[src/rtl/fr64_pkg.sv]
package fr64_pkg;

  typedef enum logic [1:0] {
    RM_NEAR_EVEN = 2'b00,
    RM_UP        = 2'b01,
    RM_DOWN      = 2'b10,
    RM_ZERO      = 2'b11
  } rmode_e;

  localparam int OP_W    = 64;
  localparam int DEST_W  = 128;
  localparam int SGL_W   = 32;
  localparam int NUM_FMT = 2;
  localparam int INT_W   = 64;

  function automatic int fmt_exp_w(input int idx);
    return (idx == 0) ? 8 : 11;
  endfunction

  function automatic int fmt_frac_w(input int idx);
    return (idx == 0) ? 23 : 52;
  endfunction

endpackage

[src/rtl/fr64_round_core.sv]
module fr64_round_core
  import fr64_pkg::*;
#(
  parameter int EXP_W  = 8,
  parameter int FRAC_W = 23,
  parameter int INT_W  = 64
) (
  input  logic [EXP_W+FRAC_W:0] op_i,
  input  rmode_e                rmode_i,
  output logic [EXP_W+FRAC_W:0] res_o,
  output logic                  inexact_o,
  output logic                  invalid_o
);

  localparam int W    = 1 + EXP_W + FRAC_W;
  localparam int BIAS = (1 << (EXP_W - 1)) - 1;
  localparam int XW   = EXP_W + 2;
  localparam int MW   = FRAC_W + 2;

  localparam logic [XW-1:0]        BIAS_X = XW'(BIAS);
  localparam logic signed [XW-1:0] FW_S   = XW'(FRAC_W);
  localparam logic signed [XW-1:0] TOP_S  = XW'(INT_W - 1);
  localparam logic signed [XW-1:0] NEG1_S = '1;
  localparam logic [EXP_W-1:0]     ONE_E  = EXP_W'(BIAS);
  localparam logic [W-1:0]         NEG_V  = {1'b1, EXP_W'(BIAS + INT_W - 1), {FRAC_W{1'b0}}};

  logic                     sgn;
  logic [EXP_W-1:0]         ex;
  logic [FRAC_W-1:0]        fr;
  logic [XW-1:0]            unb;
  logic signed [XW-1:0]     su;
  logic [XW-1:0]            ksh;

  assign sgn = op_i[W-1];
  assign ex  = op_i[W-2:FRAC_W];
  assign fr  = op_i[FRAC_W-1:0];
  assign unb = {2'b00, ex} - BIAS_X;
  assign su  = $signed(unb);
  assign ksh = XW'(FW_S - su);

  // Fraction-bearing path: 0 <= unbiased exponent < FRAC_W
  logic [MW-1:0] mant, one_k, mask, half, kept, sum;
  logic          rnd_bit, sticky, lsb, frac_nz, mid_up, carry;

  assign mant    = {2'b01, fr};
  assign one_k   = MW'(1) << ksh;
  assign mask    = one_k - MW'(1);
  assign half    = one_k >> 1;
  assign kept    = mant & ~mask;
  assign frac_nz = |(mant & mask);
  assign rnd_bit = |(mant & half);
  assign sticky  = |(mant & (half - MW'(1)));
  assign lsb     = |(mant & one_k);

  always_comb begin
    case (rmode_i)
      RM_NEAR_EVEN: mid_up = rnd_bit && (sticky || lsb);
      RM_UP:        mid_up = frac_nz && !sgn;
      RM_DOWN:      mid_up = frac_nz && sgn;
      default:      mid_up = 1'b0;
    endcase
  end

  assign sum   = kept + (mid_up ? one_k : '0);
  assign carry = sum[MW-1];

  // Sub-unity decision
  logic tiny_up;
  always_comb begin
    case (rmode_i)
      RM_NEAR_EVEN: tiny_up = (su == NEG1_S) && (fr != '0);
      RM_UP:        tiny_up = !sgn;
      RM_DOWN:      tiny_up = sgn;
      default:      tiny_up = 1'b0;
    endcase
  end

  always_comb begin
    res_o     = op_i;
    inexact_o = 1'b0;
    invalid_o = 1'b0;
    if (ex == '1) begin
      res_o     = NEG_V;
      invalid_o = 1'b1;
    end else if (ex == '0 && fr == '0) begin
      res_o = op_i;
    end else if (su < 0) begin
      inexact_o = 1'b1;
      res_o     = tiny_up ? {sgn, ONE_E, {FRAC_W{1'b0}}} : {sgn, {(W-1){1'b0}}};
    end else if (su >= FW_S) begin
      if (su > TOP_S || (su == TOP_S && (!sgn || fr != '0))) begin
        res_o     = NEG_V;
        invalid_o = 1'b1;
      end
    end else begin
      inexact_o = frac_nz;
      res_o     = {sgn, ex + EXP_W'(carry), sum[FRAC_W-1:0]};
    end
  end

endmodule

[src/rtl/fr64_dest_merge.sv]
module fr64_dest_merge #(
  parameter int DEST_W = 128,
  parameter int OP_W   = 64,
  parameter int SGL_W  = 32
) (
  input  logic              fmt_dbl_i,
  input  logic              merge_i,
  input  logic [OP_W-1:0]   lane_i,
  input  logic [DEST_W-1:0] old_i,
  output logic [DEST_W-1:0] dest_o
);

  logic [DEST_W-1:0] lane_mask;

  assign lane_mask = fmt_dbl_i ? DEST_W'({OP_W{1'b1}}) : DEST_W'({SGL_W{1'b1}});
  assign dest_o    = (DEST_W'(lane_i) & lane_mask)
                   | (old_i & ~lane_mask & {DEST_W{merge_i}});

endmodule

[src/rtl/fr64_round_unit.sv]
module fr64_round_unit
  import fr64_pkg::*;
#(
  parameter int P_OP_W   = fr64_pkg::OP_W,
  parameter int P_DEST_W = fr64_pkg::DEST_W
) (
  input  logic                clk,
  input  logic                rst_n,
  input  logic                in_valid,
  output logic                in_ready,
  input  logic [1:0]          in_fmt,
  input  logic [1:0]          in_rmode,
  input  logic                in_merge,
  input  logic [P_OP_W-1:0]   in_operand,
  input  logic [P_DEST_W-1:0] in_old_dest,
  output logic                out_valid,
  input  logic                out_ready,
  output logic [P_DEST_W-1:0] out_result,
  output logic                out_inexact,
  output logic                out_invalid,
  output logic                out_undef
);

  logic [P_OP_W-1:0] lane_res [NUM_FMT];
  logic              lane_inx [NUM_FMT];
  logic              lane_inv [NUM_FMT];

  for (genvar gi = 0; gi < NUM_FMT; gi++) begin : g_fmt
    localparam int EW = fmt_exp_w(gi);
    localparam int FW = fmt_frac_w(gi);
    localparam int LW = 1 + EW + FW;
    logic [LW-1:0] r;
    fr64_round_core #(.EXP_W(EW), .FRAC_W(FW), .INT_W(INT_W)) u_core (
      .op_i      (in_operand[LW-1:0]),
      .rmode_i   (rmode_e'(in_rmode)),
      .res_o     (r),
      .inexact_o (lane_inx[gi]),
      .invalid_o (lane_inv[gi])
    );
    assign lane_res[gi] = P_OP_W'(r);
  end

  logic                is_undef, sel;
  logic [P_DEST_W-1:0] merged, next_result;
  logic                accept;

  assign is_undef = in_fmt[1];
  assign sel      = in_fmt[0];

  fr64_dest_merge #(.DEST_W(P_DEST_W), .OP_W(P_OP_W), .SGL_W(SGL_W)) u_merge (
    .fmt_dbl_i (sel),
    .merge_i   (in_merge),
    .lane_i    (lane_res[sel]),
    .old_i     (in_old_dest),
    .dest_o    (merged)
  );

  assign next_result = is_undef ? in_old_dest : merged;
  assign in_ready    = !out_valid || out_ready;
  assign accept      = in_valid && in_ready;

  always_ff @(posedge clk or negedge rst_n) begin
    if (!rst_n) begin
      out_valid   <= 1'b0;
      out_result  <= '0;
      out_inexact <= 1'b0;
      out_invalid <= 1'b0;
      out_undef   <= 1'b0;
    end else if (accept) begin
      out_valid   <= 1'b1;
      out_result  <= next_result;
      out_inexact <= !is_undef && lane_inx[sel];
      out_invalid <= !is_undef && lane_inv[sel];
      out_undef   <= is_undef;
    end else if (out_ready) begin
      out_valid <= 1'b0;
    end
  end

  // accepted operation shows up on the next cycle
  p_latency_r11: assert property (@(posedge clk) disable iff (!rst_n)
    accept |=> out_valid);

  // stalled output keeps its payload
  p_hold_r11: assert property (@(posedge clk) disable iff (!rst_n)
    (out_valid && !out_ready) |=> (out_valid && $stable(out_result)
      && $stable(out_inexact) && $stable(out_invalid) && $stable(out_undef)));

  // invalid and inexact never raised together
  p_flag_excl_r5: assert property (@(posedge clk) disable iff (!rst_n)
    out_valid |-> !(out_invalid && out_inexact));

  // undefined format returns the old destination and no flags
  p_undef_keep_r2: assert property (@(posedge clk) disable iff (!rst_n)
    (accept && in_fmt[1]) |=> (out_undef && out_result == $past(in_old_dest)
      && !out_invalid && !out_inexact));

  // double lane without merge clears the upper half
  p_upper_clear_r10: assert property (@(posedge clk) disable iff (!rst_n)
    (accept && in_fmt == 2'b01 && !in_merge) |=> (out_result[P_DEST_W-1:P_OP_W] == '0));

endmodule

[config.mk]
export PLATFORM = sky130hd
export DESIGN_NAME = fr64_round_unit
export DESIGN_NICKNAME = d
export VERILOG_FILES = /design/src/rtl/fr64_pkg.sv /design/src/rtl/fr64_round_core.sv /design/src/rtl/fr64_dest_merge.sv /design/src/rtl/fr64_round_unit.sv
export SDC_FILE = /design/constraint.sdc
export NUM_CORES = 1
export LEC_CHECK = 0
export ABC_AREA = 0
export BUFFER_PORTS_ARGS = -buffer_cell sky130_fd_sc_hd__clkbuf_2
export CAP_MARGIN = 10
export CORE_UTILIZATION = 30
export CTS_CLUSTER_DIAMETER = 50
export DETAILED_ROUTE_END_ITERATION = 10
export PLACE_DENSITY = 0.55
export SLEW_MARGIN = 10
export SYNTH_ARGS = -nofsm -noshare
export SYNTH_HDL_FRONTEND = slang
export SYNTH_HIERARCHICAL = 1
export SYNTH_SLANG_ARGS = --single-unit
[constraint.sdc]
create_clock -name clk -period 1.6 [get_ports clk]
set_input_delay 0.24 -clock clk [delete_from_list [all_inputs] [get_ports clk]]
set_output_delay 0.24 -clock clk [all_outputs]
set_load 0.01 [all_outputs]
======== Word-level counts from Yosys, hierarchy flattened ========
Cells that the tools add are included.
operators by class
  $add $sub $neg .......................... 12
  $mul .................................... 0
  div/mod/pow operators ................... 0
  $lt $le $gt $ge ......................... 7
  equal/unequal tests ..................... 8
  shift operators ......................... 2
  muxes and demuxes ....................... 49
  bitwise operators ....................... 18
  reduce and logical (&&, ||, !) cells .... 42
operators with widths
  cell                                                                  count
  64-bit two-way mux                                                    9
  128-bit AND                                                           2
  53-bit by 54-bit AND with 54-bit output                               4
  54-bit OR reduction                                                   4
  32-bit two-way mux                                                    5
  64-bit by 128-bit AND with 128-bit output                             1
  128-bit two-way mux                                                   1
  128-bit inverter                                                      1
  128-bit OR                                                            1
  24-bit by 25-bit AND with 25-bit output                               4
  25-bit OR reduction                                                   4
  62-bit two-way mux                                                    1
  54-bit adder                                                          1
  54-bit two-way mux                                                    1
  54-bit inverter                                                       1
  1-bit by 13-bit << shifter with 54-bit output, first input constant   1
  53-bit by 1-bit subtractor with 54-bit output, second input constant  1
  54-bit by 1-bit subtractor with 54-bit output, second input constant  1
  53-bit AND                                                            1
  52-bit logical NOT                                                    1
  52-bit nonzero test                                                   1
  30-bit two-way mux                                                    1
  1-bit two-way mux                                                     26
  25-bit adder                                                          1
  other kinds (38)                                                      64
word-level totals
  register bits ........................... 132
  bits in latches ......................... 0
  memory bits (writable) .................. 0
  bits in read-only memories .............. 0
  output and inout bits ................... 133
  word-level logic and storage cells ...... 143
  memories kept ........................... 0

======== Longest topological paths before layout ========
Gate-level depths: netlist of the first run.
  depth after elaboration ................. 22
  gate-level depth with buffers ........... 56

======== Cells and area by module ========
The synthesis of the first run kept the hierarchy.
modules (own cells, without submodules)
  module                              times used  cells an instance  area an instance (µm²)  sequential area each (µm²)
  fr64_round_core at g_fmt[1].u_core  1           1710               10314.9                 0.0
  fr64_round_unit                     1           656                6954.2                  3303.2
  fr64_round_core at g_fmt[0].u_core  1           818                5043.6                  0.0
  fr64_dest_merge                     1           144                1021.0                  0.0

======== Least setup slack after synthesis of the first run ========
No wires, ideal clock.
  path kind ............................... input-to-reg
  start ................................... in in_operand[53]
  end ..................................... reg out_result[61]
  library setup time ...................... 0.123 ns
  arrival time ............................ 10.425 ns
  slack ................................... -8.948 ns
  cell stages on the path ................. 55
  path buffers ............................ 8
  cell sequence ........................... buf_2 > buf_1 > clkinv_1 > ha_1 > nor2b_1 > nand2_1 > or4_1 > o21ai_1 > a31oi_1 > or2_4 > buf_6 > buf_6 > nor2_2 > buf_2 > nand2_1 > ha_1 > o31ai_1 > clkbuf_1 > [... 19 more ...] > o211a_1 > o31ai_1 > a21o_1 > a31oi_1 > o21ai_0 > xnor2_1 > ha_1 > nand3_1 > nor2_1 > nand3_1 > nor2_1 > nand3_1 > mux2_2 > a21oi_1 > and2_1 > a22o_1 > mux2i_1 > a21oi_1
between the ends
  word-level cells in the longest chain between the ends .. 22
  elaborated cells between the ends (all ways) .. 47
  classes of those cells .................. add/sub: 6; order compare: 3; eq/ne: 3; shift: 1; mux: 13; bitwise: 8; reduce/logical: 13
RTL lines
  element                                                    line                   RTL
  start: declaration                                         fr64_round_unit.sv:14  input logic [P_OP_W-1:0] in_operand,
  11-bit by 10-bit subtractor with 12-bit output             fr64_round_core.sv:37  assign unb = {2'b00, ex} - BIAS_X;
  7-bit by 12-bit subtractor with 13-bit output              fr64_round_core.sv:39  assign ksh = XW'(FW_S - su);
  1-bit by 13-bit << shifter with 54-bit output              fr64_round_core.sv:46  assign one_k = MW'(1) << ksh;
  53-bit by 1-bit subtractor with 54-bit output              fr64_round_core.sv:52  assign sticky = |(mant & (half - MW'(1)));
  53-bit by 54-bit AND with 54-bit output                    fr64_round_core.sv:52
  54-bit OR reduction                                        fr64_round_core.sv:52
  1-bit logical OR                                           fr64_round_core.sv:57  RM_NEAR_EVEN: mid_up = rnd_bit && (sticky || lsb);
  1-bit logical AND                                          fr64_round_core.sv:57
  [... 6 more ...]                                           --
  64-bit two-way mux                                         fr64_round_core.sv:85  end else if (ex == '0 && fr == '0) begin
  64-bit two-way mux (*)                                     fr64_round_core.sv:82  if (ex == '1) begin
  named net g_fmt[1].r[61]                                   fr64_round_unit.sv:32  logic [LW-1:0] r;
  64-bit two-way mux (implied by the code) (*) (3 in a row)  fr64_round_unit.sv:53  .lane_i (lane_res[sel]),
  64-bit by 128-bit AND with 128-bit output (*)              fr64_dest_merge.sv:16  assign dest_o = (DEST_W'(lane_i) & lane_mask)
  128-bit OR (*)                                             fr64_dest_merge.sv:17  | (old_i & ~lane_mask & {DEST_W{merge_i}});
  named net merged[61]                                       fr64_round_unit.sv:44  logic [P_DEST_W-1:0] merged, next_result;
  128-bit two-way mux (*)                                    fr64_round_unit.sv:58  assign next_result = is_undef ? in_old_dest : merged;
  end signal: assignment                                     fr64_round_unit.sv:71  out_result <= next_result;
  end: declaration                                           fr64_round_unit.sv:18  output logic [P_DEST_W-1:0] out_result,
The timed path passes the listed nets; every way through them passes the cells marked *. The select of a mux whose other input is x is not followed.
A chain may end at the register's enable or synchronous reset.

======== Worst setup path after layout of the first run ========
  start ................................... in in_operand[52]
  end ..................................... reg out_result[62]
Same word-level chain as after synthesis.

==> results of run 1 <==
state kept, by name, indices dropped and copies added, names as in the netlist:
register,count
out_result,128
out_inexact,1
out_valid,1
out_undef,1
out_invalid,1
placed cells by master (no fill, tap or decap), types with 48 or more instances in the layout:
cell      instances
nand3_1          90
mux2i_1         140
buf_12           49
dfrtp_1         132
xnor2_1          66
buf_4          1222
inv_1            98
a21o_1           57
nand2_1         274
nor3_1          112
clkbuf_2        312
a21oi_1         433
buf_6            87
a21oi_2          50
ha_1             83
and2_1          139
o21ai_0          92
nand4_1          48
nor2_1          252
Yosys cell counts (68+ instances only):
| library cell | n |
|---|---|
| a21oi_1 | 483 |
| and2_1 | 145 |
| buf_2 | 68 |
| clkbuf_1 | 118 |
| dfrtp_1 | 132 |
| ha_1 | 102 |
| inv_1 | 104 |
| mux2i_1 | 149 |
| nand2_1 | 291 |
| nand3_1 | 106 |
| nor2_1 | 280 |
| nor3_1 | 127 |
| o21ai_0 | 124 |
| xnor2_1 | 86 |
worst max-delay path, delay by kind of cell:
family                     cells  cell delay, ns
buffers and inverters          9            1.31
and+or+nand+nor               13            1.89
adders and majority gates      5            1.10
xor gates and xnor gates       1            0.13
muxes                          1            0.14
AOI/OAI and AO/OA             22            4.21
power by group through the flow:
stage	clock, mW	combinational [mW]	sequential [mW]
final	3.95	9.40	4.13
after floorplan	0	3.59	4.39
after detailed placement	0	8.38	4.17
after global placement	0	8.43	4.16
after CTS	4.02	8.81	4.12
after global routing	4.13	9.77	4.18
final timing paths:
check / to / startpoint / cells past startpoint / slack (ns)
min: out_result[9] / in_old_dest[9] / 3 / 0.08
max reg2reg: out_result[18] / out_valid / 4 / 0.09
min reg2reg: out_inexact / out_inexact / 1 / 0.49
min in group asynchronous: out_result[37] / rst_n / 2 / 0.23
max: out_result[62] / in_operand[52] / 51 / -7.10
max in group asynchronous: out_invalid / rst_n / 3 / 0.79
routing by layer:
metal  vias up  GRT usage  part of all wire
met3       322     0.0980              0.10
li1      15100          -                 -
met1     16400      0.579              0.44
met2      1847      0.599              0.41
met4         6      0.150             0.043
met5         -          0           0.00020
what timing repair did:
| action | 4_1_cts | 5_1_grt |
|---|---|---|
| setup buffers | 163 | 47 |
| pin swaps | 205 | 128 |
| hold buffers | 1 | 0 |
| gates resized for setup | 332 | 217 |
| endpoints found under the setup margin | 67 | 66 |
| hold endpoints to repair | 112 | 0 |
| gates cloned | 2 | 2 |
per-stage QoR:
stage | hold WS [ns] | cell area [sq um] | util
floorplan | -0.0556 | 24300 | -
finish | 0.0842 | 39300 | 0.514
global placement | 0.117 | 34900 | 0.456
global route | 0.0961 | 39300 | 0.514
detailed placement | 0.117 | 34900 | 0.456
CTS | 0.0747 | 38200 | 0.500
cell type report:
| class | count | share of cell area |
|---|---|---|
| antenna | 3 | 0.000191 |
| clock buffer | 17 | 0.0108 |
| clock inverter | 15 | 0.00407 |
| inverter | 108 | 0.0113 |
| multi-input combinational | 2799 | 0.523 |
| sequential | 132 | 0.0840 |
| tap | 1030 | 0.0328 |
| timing repair buffer | 1698 | 0.333 |
cell families (layout without fill, tap and decap cells):
family,after synthesis,count (layout),share of synthesized area
DFF,132,132,0.142
other,0,3,0
muxes,188,188,0.0828
xor gates and xnor gates,125,125,0.0480
adders and majority gates,105,105,0.0568
AOI/OAI and AO/OA,1128,1128,0.312
and+or+nand+nor,1253,1253,0.272
buffers and inverters,397,1838,0.0864
==> reports/results.ini, run 1 <==
[drt]
drt_first_pass_iters=8
drc=0
wl_mm=167
wl_per_cell_um=28.8
ant_nets=0
vias=33700
drt-initial-drc-count=3782
viasPerCell=5.81

[sta]
fin_worst_skew_ns=0.0153
period_needed_ns=8.70
setup-violations-final=66
rsz0062_at_grt=true
max_slew_margin=0.273
worst_pin_slew_ns=1.08
fmax_ghz=0.115
maxSlewViolCount=0
fin_crit_sh=5.44
finalSetupTns_ns=-376.78
setup_ws_ns=-7.10
hold_violations=0

[cts]
clk_latency_ns=0.44
path_clk_slew_ns=0.08
cts_tree=yes
root_buffer=clkbuf_16
cts_made_buffers=17
clockBufferDepth=2
cts.sinks=132
htreeDepth=4

[placement]
hpwl_mm=135
portBuffers=333
dp_cells=5604
place_congestion=1.05
pre_cts_ws_ns=-8.03

[die]
ioPinCount=334
core_area_sq_um=76500
die_w_um=281
rows=101
die_y_um=281
start_util=0.305
dieArea_sq_um=78900

[power]
powerDensity_nw_per_um2=444
irDropWorstVdd_mv=0.596
p_total_mw=17.5
combPwrFrac=0.538
switchingPower_mw=7.73
p_int_mw=9.74
p_clk_frac=0.226
p_seq_frac=0.236
p_leak_nw=18.4
switching_share=0.442

[setup_path]
critPathKind=input pin to flop
cp.arrival_ns=9.01
cpMostUsedCell=buf_4
worst_path_max_delay_cell=a2111oi_4
crit_path_end_kind=flop
start_kind=input pin
max_stage_delay_ns=0.42
worstPathMaxFanout=8
required_ns=1.91

[yosys]
syn_avg_cell_area_sq_um=7.01
synthFlopType=dfrtp_1
synthArstFlopShare=1.00
ys_top_cells_by_area=dfrtp_1 14%, a21oi_1 10%, mux2i_1 6.4%, ha_1 5.5%, nand2_1 4.7%
synth_top_area_cell=dfrtp_1
yosysSeqAreaShare=0.142
ys_types=118
synth_area_sq_um=23300
yosysWarnings=6
syn_inst=3328
yosys_register_bits=132
synth_edf_count=0
synth_nets=3633
netlist.area_leader.share=0.142

[finish]
nNetsFinal=5061
multi_input_area_sq_um=20600
fin_cells=5802
drive_above_1_share=0.458
fill_cells=7638
seq_area_sq_um=3300
area.growth.synth_to_final_pct=68.5

[global_routing]
grt_pass1_wl_mm=233
grt_pass1_vias=32200
grt_overflow=0
grt_max_degree=80
grt_usage=0.410
antenna_found_initial=8

[run_status]
status=finished, violations left
violations=setup timing

[min_path]
hold_class=input pin to flop

[flow_run]
drv_cap=0

Note: power is estimated with default switching activity, not from simulation.
==> run 2, diff against run 1 <==
--- a/config.mk
+++ b/config.mk
@@ -5,13 +5,13 @@
 export SDC_FILE = /design/constraint.sdc
 export NUM_CORES = 1
 export LEC_CHECK = 0
-export ABC_AREA = 0
+export ABC_CLOCK_PERIOD_IN_PS = 1600
 export BUFFER_PORTS_ARGS = -buffer_cell sky130_fd_sc_hd__clkbuf_2
 export CAP_MARGIN = 10
-export CORE_UTILIZATION = 30
+export CORE_UTILIZATION = 35
 export CTS_CLUSTER_DIAMETER = 50
 export DETAILED_ROUTE_END_ITERATION = 10
-export PLACE_DENSITY = 0.55
+export PLACE_DENSITY = 0.61
 export SLEW_MARGIN = 10
 export SYNTH_ARGS = -nofsm -noshare
 export SYNTH_HDL_FRONTEND = slang
==> reports/results.ini, run 2 (synthesis results as in run 1) <==
[setup_path]
critPathKind=input pin to flop
required_ns=1.92
crit_path_end_kind=flop
start_kind=input pin
max_stage_delay_ns=0.56
worst_path_max_delay_cell=nor4_1
r2r_setup_slack_ns=0.17
worstPathMaxFanout=12
cp.arrival_ns=9.06
cpMostUsedCell=buf_4

[cts]
htreeDepth=4
root_buffer=clkbuf_16
cts.sinks=132
path_clk_slew_ns=0.08
clk_latency_ns=0.45
cts_made_buffers=17
cts_tree=yes
clockBufferDepth=2

[finish]
drive_above_1_share=0.454
final_core_util=0.583
nNetsFinal=5006
final_cell_area_sq_um=38400
largest-register=out_result
fin_cells=5579
final_common_cell=buf_4
area.growth.synth_to_final_pct=64.5
final_cell_mix=1,193 x buf_4, 429 x a21oi_1, 323 x clkbuf_2, 273 x nand2_1, 257 x nor2_1
largest_reg_flops=128

[drt]
dr_wl_met2_mm=64.0
highest_layer=met5
drt-met1-wl_mm=67.3
wl_met3_mm=19.0
wl_per_cell_um=28.6
viasPerCell=6.13
wl_mm=159
drt_first_pass_iters=6
ant_nets=0
drc=0
vias=34200
drt-initial-drc-count=4348

[sta]
finalSetupTns_ns=-382.11
fmax_ghz=0.114
period_needed_ns=8.74
fin_worst_skew_ns=0.0175
fin_crit_sh=5.46
timing.hold.ws_ns=0.0766
maxSlewViolCount=0
max_slew_margin=0.382
worst_pin_slew_ns=0.923
hold_violations=0
setup-violations-final=66
rsz0062_at_grt=true
setup_ws_ns=-7.14

[die]
dieArea_sq_um=67700
start_util=0.354
ioPinCount=334
core_area_sq_um=65900
rows=94
die_y_um=260
die_w_um=260

[power]
combPwrFrac=0.528
switchingPower_mw=7.64
switching_share=0.439
p_seq_frac=0.237
p_leak_nw=18.0
p_int_mw=9.79
powerDensity_nw_per_um2=454
p_clk_frac=0.235
irDropWorstVdd_mv=0.710
p_total_mw=17.4

[placement]
hpwl_mm=127
place_area_sq_um=34600
dp_cells=5425
place_congestion=1.12
portBuffers=333
pre_cts_ws_ns=-8.31

[global_routing]
grt_overflow=0
grt_usage=0.451
grt_pass1_wl_mm=223
grt_max_degree=68
grt_pass1_vias=32700
antenna_found_initial=10

[run_status]
status=finished, violations left
violations=setup timing

[flow_run]
drv_cap=0

[min_path]
hold_class=input pin to flop

## run 2: cell type report
cell class,count,area (sq um)
Fill cell,6177,27500
Multi-Input combinational cell,2799,20500
Clock buffer,17,425
Tap cell,864,1080
Inverter,108,435
Sequential cell,132,3300
Antenna cell,1,2.50
Clock inverter,15,183
Timing Repair Buffer,1643,12500
## run 2: final timing paths
check,endpoint,cells past startpoint,start
max,out_result[55],51,in_operand[52]
min,out_result[6],3,in_old_dest[6]
max reg2reg,out_result[20],4,out_valid
min reg2reg,out_invalid,1,out_invalid
max in group asynchronous,out_result[0],3,rst_n
min in group asynchronous,out_result[78],2,rst_n
## run 2: power by group through the flow
| stage | clock [mW] | sequential (mW) | combinational, mW |
|---|---|---|---|
| 2_1_floorplan | 0 | 4.39 | 3.59 |
| 3_3_place_gp | 0 | 4.16 | 8.31 |
| 3_5_place_dp | 0 | 4.17 | 8.30 |
| 4_1_cts | 4.12 | 4.13 | 8.65 |
| 5_1_grt | 4.23 | 4.19 | 9.54 |
| 6_report | 4.09 | 4.14 | 9.20 |
## run 2: what timing repair did
action	in CTS	in global routing
gates resized for setup	314	169
endpoints found under the hold margin	32	0
setup endpoints to repair	67	67
pin swaps	153	150
buffers inserted	115	40
cloned	0	2
hold buffers	1	0
## run 2: routing by layer
metal  vias to the layer above  track usage
met5                         -            0
met1                     16400        0.612
met2                      2216        0.651
met4                        12        0.212
li1                      15000            -
met3                       512        0.127
## run 2: critical path, delay by kind of cell
kind / cells / cell delay (ns)
buf+inv: 11 / 1.72
mux: 1 / 0.12
fa+ha+maj: 3 / 0.80
xor+xnor: 2 / 0.25
compound gates: 18 / 3.16
simple gates: 16 / 2.74
